$ cat src/rtl/cdr_pkg.sv
package cdr_pkg;

  // signed step or vote in {-1, 0, +1}
  typedef logic signed [1:0] step_t;

  // early/late decision from two data bits and the crossing sample between them
  function automatic step_t el_vote(input logic prev_d, input logic cur_d, input logic edg);
    if (prev_d == cur_d) return 2'sd0;
    if (edg == cur_d)    return -2'sd1;  // crossing already passed: late
    return 2'sd1;                        // crossing not yet reached: early
  endfunction

endpackage

$ cat src/rtl/cdr_edge_vote.sv
module cdr_edge_vote
  import cdr_pkg::*;
(
  input  logic  clk,
  input  logic  rst,
  input  logic  smp_valid,
  input  logic  dat_smp,
  input  logic  edg_smp,
  output step_t vote,
  output logic  rx_data,
  output logic  rx_valid
);

  logic has_prev;
  logic prev_bit;
  logic trans;

  assign trans = smp_valid && has_prev && (prev_bit != dat_smp);
  assign vote  = trans ? el_vote(prev_bit, dat_smp, edg_smp) : 2'sd0;

  always_ff @(posedge clk) begin
    if (rst) begin
      has_prev <= 1'b0;
      prev_bit <= 1'b0;
      rx_valid <= 1'b0;
      rx_data  <= 1'b0;
    end else begin
      rx_valid <= smp_valid;
      if (smp_valid) begin
        has_prev <= 1'b1;
        prev_bit <= dat_smp;
        rx_data  <= dat_smp;
      end
    end
  end

  assert_vote_gated_R3: assert property (@(posedge clk) disable iff (rst)
    (vote != 2'sd0) |-> (smp_valid && has_prev));

  assert_rx_follow_R8: assert property (@(posedge clk) disable iff (rst)
    smp_valid |=> (rx_valid && rx_data == $past(dat_smp)));

  assert_rx_idle_R8: assert property (@(posedge clk) disable iff (rst)
    !smp_valid |=> !rx_valid);

  assert_prev_hold_R9: assert property (@(posedge clk) disable iff (rst)
    !smp_valid |=> ($stable(prev_bit) && $stable(has_prev)));

endmodule

$ cat src/rtl/cdr_loop_filter.sv
module cdr_loop_filter
  import cdr_pkg::*;
#(
  parameter int ACC_LIM  = 8,
  parameter int FREQ_MAX = 31,
  parameter int FRAC_LIM = 256
) (
  input  logic  clk,
  input  logic  rst,
  input  logic  smp_valid,
  input  step_t vote,
  output step_t pstep,
  output step_t fstep
);

  localparam int ACC_W = $clog2(ACC_LIM) + 2;
  localparam int FRQ_W = $clog2(FREQ_MAX + 1) + 2;
  localparam int FRC_W = $clog2(FRAC_LIM) + 2;

  localparam logic signed [ACC_W-1:0] ACC_HI = ACC_W'(ACC_LIM);
  localparam logic signed [ACC_W-1:0] ACC_LO = -ACC_W'(ACC_LIM);
  localparam logic signed [FRQ_W-1:0] FRQ_HI = FRQ_W'(FREQ_MAX);
  localparam logic signed [FRQ_W-1:0] FRQ_LO = -FRQ_W'(FREQ_MAX);
  localparam logic signed [FRC_W-1:0] FRC_HI = FRC_W'(FRAC_LIM);
  localparam logic signed [FRC_W-1:0] FRC_LO = -FRC_W'(FRAC_LIM);

  logic signed [ACC_W-1:0] acc, acc_sum, acc_n;
  logic signed [FRQ_W-1:0] freq, freq_n;
  logic signed [FRC_W-1:0] frac, frac_sum, frac_n;

  function automatic logic signed [FRQ_W-1:0] clamp_freq(input logic signed [FRQ_W-1:0] v);
    if (v > FRQ_HI) return FRQ_HI;
    if (v < FRQ_LO) return FRQ_LO;
    return v;
  endfunction

  assign acc_sum  = acc + ACC_W'(vote);
  assign frac_sum = frac + FRC_W'(freq);

  always_comb begin
    pstep  = 2'sd0;
    fstep  = 2'sd0;
    acc_n  = acc;
    frac_n = frac;
    freq_n = freq;
    if (smp_valid) begin
      acc_n = acc_sum;
      if (acc_sum >= ACC_HI) begin
        pstep = 2'sd1;
        acc_n = '0;
      end else if (acc_sum <= ACC_LO) begin
        pstep = -2'sd1;
        acc_n = '0;
      end
      frac_n = frac_sum;
      if (frac_sum >= FRC_HI) begin
        fstep  = 2'sd1;
        frac_n = frac_sum - FRC_HI;
      end else if (frac_sum <= FRC_LO) begin
        fstep  = -2'sd1;
        frac_n = frac_sum - FRC_LO;
      end
      freq_n = clamp_freq(freq + FRQ_W'(pstep));
    end
  end

  always_ff @(posedge clk) begin
    if (rst) begin
      acc  <= '0;
      freq <= '0;
      frac <= '0;
    end else begin
      acc  <= acc_n;
      freq <= freq_n;
      frac <= frac_n;
    end
  end

  assert_acc_inside_R5: assert property (@(posedge clk) disable iff (rst)
    (acc > ACC_LO) && (acc < ACC_HI));

  assert_acc_clear_R5: assert property (@(posedge clk) disable iff (rst)
    (pstep != 2'sd0) |=> (acc == '0));

  assert_freq_clamp_R6: assert property (@(posedge clk) disable iff (rst)
    (freq <= FRQ_HI) && (freq >= FRQ_LO));

  assert_frac_inside_R6: assert property (@(posedge clk) disable iff (rst)
    (frac > FRC_LO) && (frac < FRC_HI));

  assert_idle_freeze_R9: assert property (@(posedge clk) disable iff (rst)
    !smp_valid |=> ($stable(acc) && $stable(freq) && $stable(frac)));

endmodule

$ cat src/rtl/cdr_phase_reg.sv
module cdr_phase_reg
  import cdr_pkg::*;
#(
  parameter int CODE_W = 6
) (
  input  logic              clk,
  input  logic              rst,
  input  step_t             pstep,
  input  step_t             fstep,
  output logic [CODE_W-1:0] edge_code,
  output logic [CODE_W-1:0] data_code
);

  localparam logic [CODE_W-1:0] QTR = CODE_W'(1 << (CODE_W - 2));

  logic signed [2:0]  delta;
  logic [CODE_W-1:0]  move;
  logic [CODE_W-1:0]  edge_plus_qtr;

  assign delta         = 3'(pstep) + 3'(fstep);
  assign move          = CODE_W'(delta);
  assign edge_plus_qtr = edge_code + QTR;

  // the two codes are kept in separate registers stepped by the same move
  always_ff @(posedge clk) begin
    if (rst) begin
      edge_code <= '0;
      data_code <= QTR;
    end else begin
      edge_code <= edge_code + move;
      data_code <= data_code + move;
    end
  end

  assert_quarter_R2: assert property (@(posedge clk) disable iff (rst)
    data_code == edge_plus_qtr);

  assert_still_R7: assert property (@(posedge clk) disable iff (rst)
    (pstep == 2'sd0 && fstep == 2'sd0) |=> $stable(edge_code));

endmodule

$ cat src/rtl/cdr_pi_ctrl.sv
module cdr_pi_ctrl
  import cdr_pkg::*;
#(
  parameter int CODE_W   = 6,
  parameter int ACC_LIM  = 8,
  parameter int FREQ_MAX = 31,
  parameter int FRAC_LIM = 256
) (
  input  logic              clk,
  input  logic              rst,
  input  logic              smp_valid,
  input  logic              dat_smp,
  input  logic              edg_smp,
  output logic [CODE_W-1:0] edge_code,
  output logic [CODE_W-1:0] data_code,
  output logic              rx_data,
  output logic              rx_valid
);

  step_t vote;
  step_t pstep;
  step_t fstep;

  cdr_edge_vote u_vote (
    .clk       (clk),
    .rst       (rst),
    .smp_valid (smp_valid),
    .dat_smp   (dat_smp),
    .edg_smp   (edg_smp),
    .vote      (vote),
    .rx_data   (rx_data),
    .rx_valid  (rx_valid)
  );

  cdr_loop_filter #(
    .ACC_LIM  (ACC_LIM),
    .FREQ_MAX (FREQ_MAX),
    .FRAC_LIM (FRAC_LIM)
  ) u_filt (
    .clk       (clk),
    .rst       (rst),
    .smp_valid (smp_valid),
    .vote      (vote),
    .pstep     (pstep),
    .fstep     (fstep)
  );

  cdr_phase_reg #(
    .CODE_W (CODE_W)
  ) u_phase (
    .clk       (clk),
    .rst       (rst),
    .pstep     (pstep),
    .fstep     (fstep),
    .edge_code (edge_code),
    .data_code (data_code)
  );

  assert_idle_codes_R9: assert property (@(posedge clk) disable iff (rst)
    !smp_valid |=> ($stable(edge_code) && $stable(data_code)));

endmodule

$ cat config.mk
export PLATFORM = sky130hd
export DESIGN_NAME = cdr_pi_ctrl
export DESIGN_NICKNAME = d
export VERILOG_FILES = /design/src/rtl/cdr_pkg.sv /design/src/rtl/cdr_edge_vote.sv /design/src/rtl/cdr_loop_filter.sv /design/src/rtl/cdr_phase_reg.sv /design/src/rtl/cdr_pi_ctrl.sv
export SDC_FILE = /design/constraint.sdc
export NUM_CORES = 1
export LEC_CHECK = 0
export BUFFER_PORTS_ARGS = -buffer_cell sky130_fd_sc_hd__buf_2
export CAP_MARGIN = 20
export CORE_MARGIN = 8
export CORE_UTILIZATION = 61
export DETAILED_ROUTE_END_ITERATION = 10
export PLACE_DENSITY = 0.81
export SYNTH_ARGS = -nofsm -noshare
export SYNTH_HDL_FRONTEND = slang
export SYNTH_HIERARCHICAL = 1
export SYNTH_SLANG_ARGS = --single-unit
$ cat constraint.sdc
create_clock -name clk -period 7.2 [get_ports clk]
set_input_delay 1.08 -clock clk [delete_from_list [all_inputs] [get_ports clk]]
set_output_delay 1.08 -clock clk [all_outputs]
set_load 0.01 [all_outputs]
# [Word level (Yosys, flattened, before mapping)]
# Cells that the tools add are included.
[classes] addsub=8 order_cmp=6 eq_ne=3 muxes=28 n_reduce_logical=2
[op_table] cell="$mux W7" count=4
[op_table] cell="$mux W2" count=12
[op_table] cell="$mux W10" count=2
[op_table] cell="$add A6 B6 Y6" count=2
[op_table] cell="$add A10 B7 Y10" count=1
[op_table] cell="$ge A10 B10 Y1 const B" count=1
[op_table] cell="$le A10 B9 Y1 const B" count=1
[op_table] cell="$mux W5" count=2
[op_table] cell="$sub A10 B10 Y10 const B" count=1
[op_table] cell="$sub A10 B9 Y10 const B" count=1
[op_table] cell="$mux W1" count=8
[op_table] cell="$add A7 B2 Y7" count=1
[op_table] cell="$gt A7 B6 Y1 const B" count=1
[op_table] cell="$lt A7 B6 Y1 const B" count=1
[op_table] cell="$add A5 B2 Y5" count=1
[op_table] cell="$ge A5 B5 Y1 const B" count=1
[op_table] cell="$le A5 B4 Y1 const B" count=1
[op_table] cell="$add A2 B2 Y3" count=1
[op_table] cell="$eq A1 B1 Y1" count=2
[op_table] cell="$logic_and A1 B1 Y1" count=2
[op_table] cell="$ne A1 B1 Y1" count=1
[totals] ff_bits=37 inputBits=5 out_inout_bits=14 elab_cells=55

# [Longest topological paths before layout]
[logic_depth] ltp_word=19 ltp_mapped=22 depth_no_buf=22

# [Cells and area by module]
# The synthesis kept the hierarchy.
[by_module_without_submodules] module="cdr_loop_filter" instances=1 cells_each=265 area_each_um2=2179.6 seq_area_each_um2=440.4
[by_module_without_submodules] module="cdr_phase_reg" instances=1 cells_each=72 area_each_um2=715.7 seq_area_each_um2=240.2
[by_module_without_submodules] module="cdr_edge_vote" instances=1 cells_each=14 area_each_um2=128.9 seq_area_each_um2=60.1

# [Worst setup path before layout]
# OpenSTA, ideal clock, no wires.
[synth_path] kind="input -> register" startpoint="input port dat_smp" endpoint="register u_filt.freq[4]" setup_ns=0.133 arrival_time_ns=5.508 required_time_ns=7.067 setup_slack_ns=1.558 cell_stages=19 n_path_buf=1 path_cell_list="or3b_1 a21oi_2 inv_1 fa_1 nand2b_1 a21oi_2 xor2_1 mux2i_1 o211ai_1 ha_1 ha_1 or4_4 o21ai_2 a21oi_1 o211a_1 or2_1 buf_6 o311ai_2 a311oi_1"
[synth_between] elab_chain_cells=18 elab_cells_between_ends=28 classes_between="add/sub (2); order compare (4); eq/ne (3); mux (18); reduce/logical (1)"
[synth_lines] item="start: declaration" line_no="cdr_pi_ctrl.sv:12" text="input logic dat_smp,"
[synth_lines] item="$eq A1 B1 Y1" line_no="cdr_pkg.sv:9" text="if (edg == cur_d) return -2'sd1;"
[synth_lines] item="$mux W1 (2 in series)" line_no="cdr_pkg.sv:9"
[synth_lines] item="$mux W2" line_no="cdr_pkg.sv:10" text="return 2'sd1;"
[synth_lines] item="$mux W2" line_no="cdr_pkg.sv:9"
[synth_lines] item="$mux W2 (*)" line_no="cdr_edge_vote.sv:19" text="assign vote = trans ? el_vote(prev_bit, dat_smp, edg_smp) : 2'sd0;"
[synth_lines] item="net vote[1]" line_no="cdr_pi_ctrl.sv:20" text="step_t vote;"
[synth_lines] item="$add A5 B2 Y5 (*)" line_no="cdr_loop_filter.sv:37" text="assign acc_sum = acc + ACC_W'(vote);"
[synth_lines] item="$le A5 B4 Y1" line_no="cdr_loop_filter.sv:51" text="end else if (acc_sum <= ACC_LO) begin"
[synth_lines] item="$mux W2" line_no="cdr_loop_filter.sv:51"
[synth_lines] item="$mux W2 (*)" line_no="cdr_loop_filter.sv:48" text="if (acc_sum >= ACC_HI) begin"
[synth_lines] item="$mux W2 (*)" line_no="cdr_loop_filter.sv:46" text="if (smp_valid) begin"
[synth_lines] item="$add A7 B2 Y7 (*)" line_no="cdr_loop_filter.sv:63" text="freq_n = clamp_freq(freq + FRQ_W'(pstep));"
[synth_lines] item="$lt A7 B6 Y1" line_no="cdr_loop_filter.sv:33" text="if (v < FRQ_LO) return FRQ_LO;"
[synth_lines] item="$mux W1 (2 in series)" line_no="cdr_loop_filter.sv:33"
[synth_lines] item="$mux W1" line_no="cdr_loop_filter.sv:46"
[synth_lines] item="$mux W7" line_no="cdr_loop_filter.sv:34" text="return v;"
[synth_lines] item="$mux W7 (*)" line_no="cdr_loop_filter.sv:33"
[synth_lines] item="end signal: assignment" line_no="cdr_loop_filter.sv:74" text="freq <= freq_n;"
[synth_lines] item="end: declaration" line_no="cdr_loop_filter.sv:28" text="logic signed [FRQ_W-1:0] freq, freq_n;"
# Mark *: on every way through the listed nets, which the timed path passes. The rest lies on a longest branch. The select of a mux whose other input is x is not followed.
# A chain may end at the register's enable or synchronous reset.

# [Final worst setup path]
[layout_path] startpoint="input port smp_valid" endpoint="register u_filt.freq[4]"
[layout_between] elab_chain_cells=15 elab_cells_between_ends=20 classes_between="add/sub (2); order compare (4); mux (12); reduce/logical (2)"
[layout_lines] item="start: declaration" line_no="cdr_pi_ctrl.sv:11" text="input logic smp_valid,"
[layout_lines] item="$logic_and A1 B1 Y1 (*) (2 in series)" line_no="cdr_edge_vote.sv:18" text="assign trans = smp_valid && has_prev && (prev_bit != dat_smp);"
[layout_lines] item="$mux W2 (*)" line_no="cdr_edge_vote.sv:19"
[layout_lines] item="net vote[1]" line_no="cdr_pi_ctrl.sv:20"
[layout_lines] item="$add A5 B2 Y5 (*)" line_no="cdr_loop_filter.sv:37"
[layout_lines] item="$le A5 B4 Y1" line_no="cdr_loop_filter.sv:51"
[layout_lines] item="$mux W2" line_no="cdr_loop_filter.sv:51"
[layout_lines] item="$mux W2 (*)" line_no="cdr_loop_filter.sv:48"
[layout_lines] item="$mux W2 (*)" line_no="cdr_loop_filter.sv:46"
[layout_lines] item="$add A7 B2 Y7 (*)" line_no="cdr_loop_filter.sv:63"
[layout_lines] item="$lt A7 B6 Y1" line_no="cdr_loop_filter.sv:33"
[layout_lines] item="$mux W1 (2 in series)" line_no="cdr_loop_filter.sv:33"
[layout_lines] item="$mux W1" line_no="cdr_loop_filter.sv:46"
[layout_lines] item="$mux W7" line_no="cdr_loop_filter.sv:34"
[layout_lines] item="$mux W7 (*)" line_no="cdr_loop_filter.sv:33"
# Marked as above.

==> results.json <==
{
  "outcome": "completed",
  "final_wirelength_mm": 6.46,
  "setup.worst_path.end_class": "register",
  "finalNetCount": 403,
  "place.port_buffers": 18,
  "ant_nets": 0,
  "cts-resized-gates": 0,
  "ir_drop_mv": 0.162,
  "finalWorstPathRequiredPeriod_ps": 6200,
  "cell_count_after_synthesis": 351,
  "routed_via_density": 6.03,
  "postCtsSetupRepairBufs": 0,
  "power_total_uw": 505,
  "numCtsBuffers": 5,
  "first_global_vias": 2528,
  "clock_tree_from_tritoncts": "yes",
  "floorplan.die_area_um2": 7470,
  "clockPowerShare_pct": 29.0,
  "finalSetupViolations": 0,
  "yosysWarningCount": 6,
  "final_design_area_no_fill_um2": 3180,
  "numPlacedInstances": 422,
  "timing.critical_path.cells": "buf_2 -> nand2_1 -> a21oi_2 -> inv_1 -> fa_1 -> nand2b_1 -> a21oi_2 -> xor2_1 -> mux2i_1 -> o211ai_1 -> ha_1 -> ha_1 -> or4_4 -> o21ai_2 -> a21oi_1 -> o211a_1 -> or2_1 -> o311ai_2 -> a311oi_1",
  "number_of_distinct_library_cells_after_synthesis": 70,
  "seqPwrFrac_pct": 45.9,
  "achievable-frequency_ghz": 0.161,
  "largest_net_degree_at_the_start_of_global_routing": 37,
  "min_path_type": "reg2reg",
  "gr-usage-all-layers_pct": 17.8,
  "max-clock-path-buffers": 2,
  "crit_arrival_ps": 6320,
  "setup_total_negative_slack_ps": 0,
  "required_ps": 7320,
  "syn-cell-area_um2": 3020,
  "placement.setup.worst_slack_ps": 807,
  "synth_fp_nets": 392,
  "synth_edf_count": 0,
  "critPathTopFamily": "compound AO/OA/AOI/OAI gates",
  "rows": 25,
  "detail_route.iter0.violations": 161,
  "ys_seq_area_share_pct": 24.5,
  "power.net_switching_uw": 156,
  "layoutNonFillerInstCount": 429,
  "grt.overflow.total": 0,
  "timing.slew.headroom_pct": 32.4,
  "slowest_stage_delay_cp_ps": 500,
  "htree_levels": 2,
  "flow.area_growth_from_synthesis_pct": 5.25,
  "syn_avg_cell_area_um2": 8.62,
  "fp.dieW_um": 86.4,
  "grt_first_pass_wirelength_mm": 11.0,
  "power_leakage_nw": 1.43,
  "critical_path.slowest_cell": "sky130_fd_sc_hd__xor2_1",
  "clk_root_buffer_cell": "sky130_fd_sc_hd__clkbuf_8",
  "cts_hold_buffers": 0,
  "p_per_area_nw_per_um2": 159,
  "antenna-diode-count": 0,
  "grt_antenna_before_repair": 0,
  "crit_type": "in2reg",
  "crit_path_start_kind": "input pin",
  "worst_slack_ps": 1000,
  "post-route-drc-count": 0,
  "maxSlewViolCount": 0,
  "insertion_delay_ps": 280,
  "cts.clk_slew.worst_paths_ps": 70,
  "ys_seq_elements": 37,
  "post_drt_wl_per_cell_um": 15.1,
  "start_util_pct": 63.6,
  "io_pins": 19,
  "finalWeightedCongestion": 0.926,
  "die_height_um": 86.4,
  "clock-skew-final_ps": 6.54,
  "cap_violations": 0,
  "detail_route.first_pass.iterations": 5,
  "grt_setup_unrepaired": "no",
  "internal_power_uw": 348,
  "design.core.area_um2": 4750,
  "drive_above_1_share_pct": 12.7,
  "power_switching_share_pct": 30.9,
  "async_reset_ff_share_pct": 0,
  "dpl_cell_area_um2": 3090,
  "power.combinational.fraction_pct": 25.1,
  "synth-main-ff-cell": "sky130_fd_sc_hd__dfxtp_1",
  "clock_sinks": 37,
  "vias": 2585,
  "path_max_fanout": 31,
  "finalHoldViolCount": 0,
  "dpl.hpwl_mm": 4.75,
  "fraction_of_the_cycle_the_final_worst_path_needs_pct": 86.1,
  "worstPathBufferInverterCount": 2,
  "max_slew.worst_pin.slew_ps": 1010
}
==> routing by layer <==
metal	up-vias	share of wire, %	global-route usage [%]
met5	-	0	0
met4	0	2.5	7.82
met3	18	3.6	2.84
met2	73	46	30.0
met1	1179	48	21.7
li1	1315	-	-
==> synth_stat cells, drive strengths merged, types with 4 or more instances <==
library cell,number,area share [%]
fa,5,3.3
o21a,5,1.3
nor2b,9,1.9
mux2i,8,2.6
a311oi,4,1.2
a21o,6,1.5
xor2,9,2.6
ha,31,13
o21ai,17,2.9
and2,5,1.0
buf,8,2.4
clkbuf,5,0.62
nand2b,4,0.83
a21oi,20,3.7
xnor2,7,2.3
o211ai,4,0.99
or3,8,1.7
inv,19,2.4
and3,6,1.3
nand4,4,0.83
nor2,37,4.6
a211oi,9,2.4
nand2,13,1.6
nor3,8,1.7
dfxtp,37,24
nand3,15,2.5
==> through the flow <==
stage                     hold slack [ps]  utilization (%)
final                                 475             66.9
after global routing                  486             66.9
after CTS                             480             66.9
after detailed placement              467             65.1
after global placement                461             65.1
after floorplan                       434                -
==> cells in the final DEF, fill, tap and decap left out, types with 5 or more instances in the layout <==
cell,instances
sky130_fd_sc_hd__xor2_1,9
sky130_fd_sc_hd__nor2b_1,9
sky130_fd_sc_hd__or3_1,8
sky130_fd_sc_hd__clkbuf_8,6
sky130_fd_sc_hd__inv_1,19
sky130_fd_sc_hd__a211oi_1,8
sky130_fd_sc_hd__o21ai_0,15
sky130_fd_sc_hd__xnor2_1,6
sky130_fd_sc_hd__nand3_1,15
sky130_fd_sc_hd__a21oi_1,17
sky130_fd_sc_hd__and3_1,5
sky130_fd_sc_hd__nand2_1,13
sky130_fd_sc_hd__ha_1,31
sky130_fd_sc_hd__and2_1,5
sky130_fd_sc_hd__buf_2,18
sky130_fd_sc_hd__nor2_1,37
sky130_fd_sc_hd__fa_1,5
sky130_fd_sc_hd__a21o_1,6
sky130_fd_sc_hd__nor3_1,6
sky130_fd_sc_hd__mux2i_1,8
sky130_fd_sc_hd__dfxtp_1,37
==> worst register-to-register path, delay by kind of cell (launching register included) <==
family	cells	cell delay [ps]
AOI/OAI and AO/OA	8	1700
xor gates and xnor gates	1	500
adders and majority gates	3	1060
buffers and inverters	1	130
DFF	1	390
muxes	1	250
and+or+nand+nor	4	1330
==> power groups by stage <==
stage                     sequential (mW)  clock, mW  combinational (mW)
after global routing                0.233      0.156               0.142
after global placement              0.235          0               0.120
after CTS                           0.231      0.151               0.125
final                               0.232      0.146               0.126
after detailed placement            0.236          0               0.124
after floorplan                     0.232          0               0.102
==> kinds of logic (layout without fill, tap and decap cells) <==
group / Yosys count / in the layout / synth area share (%)
adders and majority gates: 36 / 36 / 16.1
DFF: 37 / 37 / 24.5
buffers and inverters: 33 / 44 / 5.83
and+or+nand+nor: 122 / 122 / 21.2
xor gates and xnor gates: 17 / 17 / 5.67
muxes: 8 / 8 / 2.65
AOI/OAI and AO/OA: 98 / 98 / 24.0
==> area by class of cell <==
cell class / instances / area, µm²
Sequential cell: 37 / 741
Tap cell: 67 / 83.8
Inverter: 19 / 71.3
Clock inverter: 1 / 7.51
Timing Repair Buffer: 18 / 90.1
Fill cell: 399 / 1570
Multi-Input combinational cell: 281 / 2110
Clock buffer: 6 / 82.6
==> path summary, 6_finish.rpt <==
path                         from              end  slack [ps]  depth (start not counted)
setup / recovery        smp_valid   u_filt/freq[4]        1000                         19
hold / removal    u_vote/has_prev  u_vote/has_prev         470                          2
setup reg to reg  u_vote/prev_bit   u_filt/freq[4]        1670                         18
hold reg to reg   u_vote/has_prev  u_vote/has_prev         470                          2
==> registers in the layout, indices dropped and copies added (netlist names) <==
signal	cells
u_phase/edge_code	6
u_phase/data_code	6
u_filt/frac	10
u_vote/rx_valid	1
u_filt/acc	5
u_vote/has_prev	1
u_filt/freq	7
u_vote/prev_bit	1
Power figures use the tool's default switching activity.
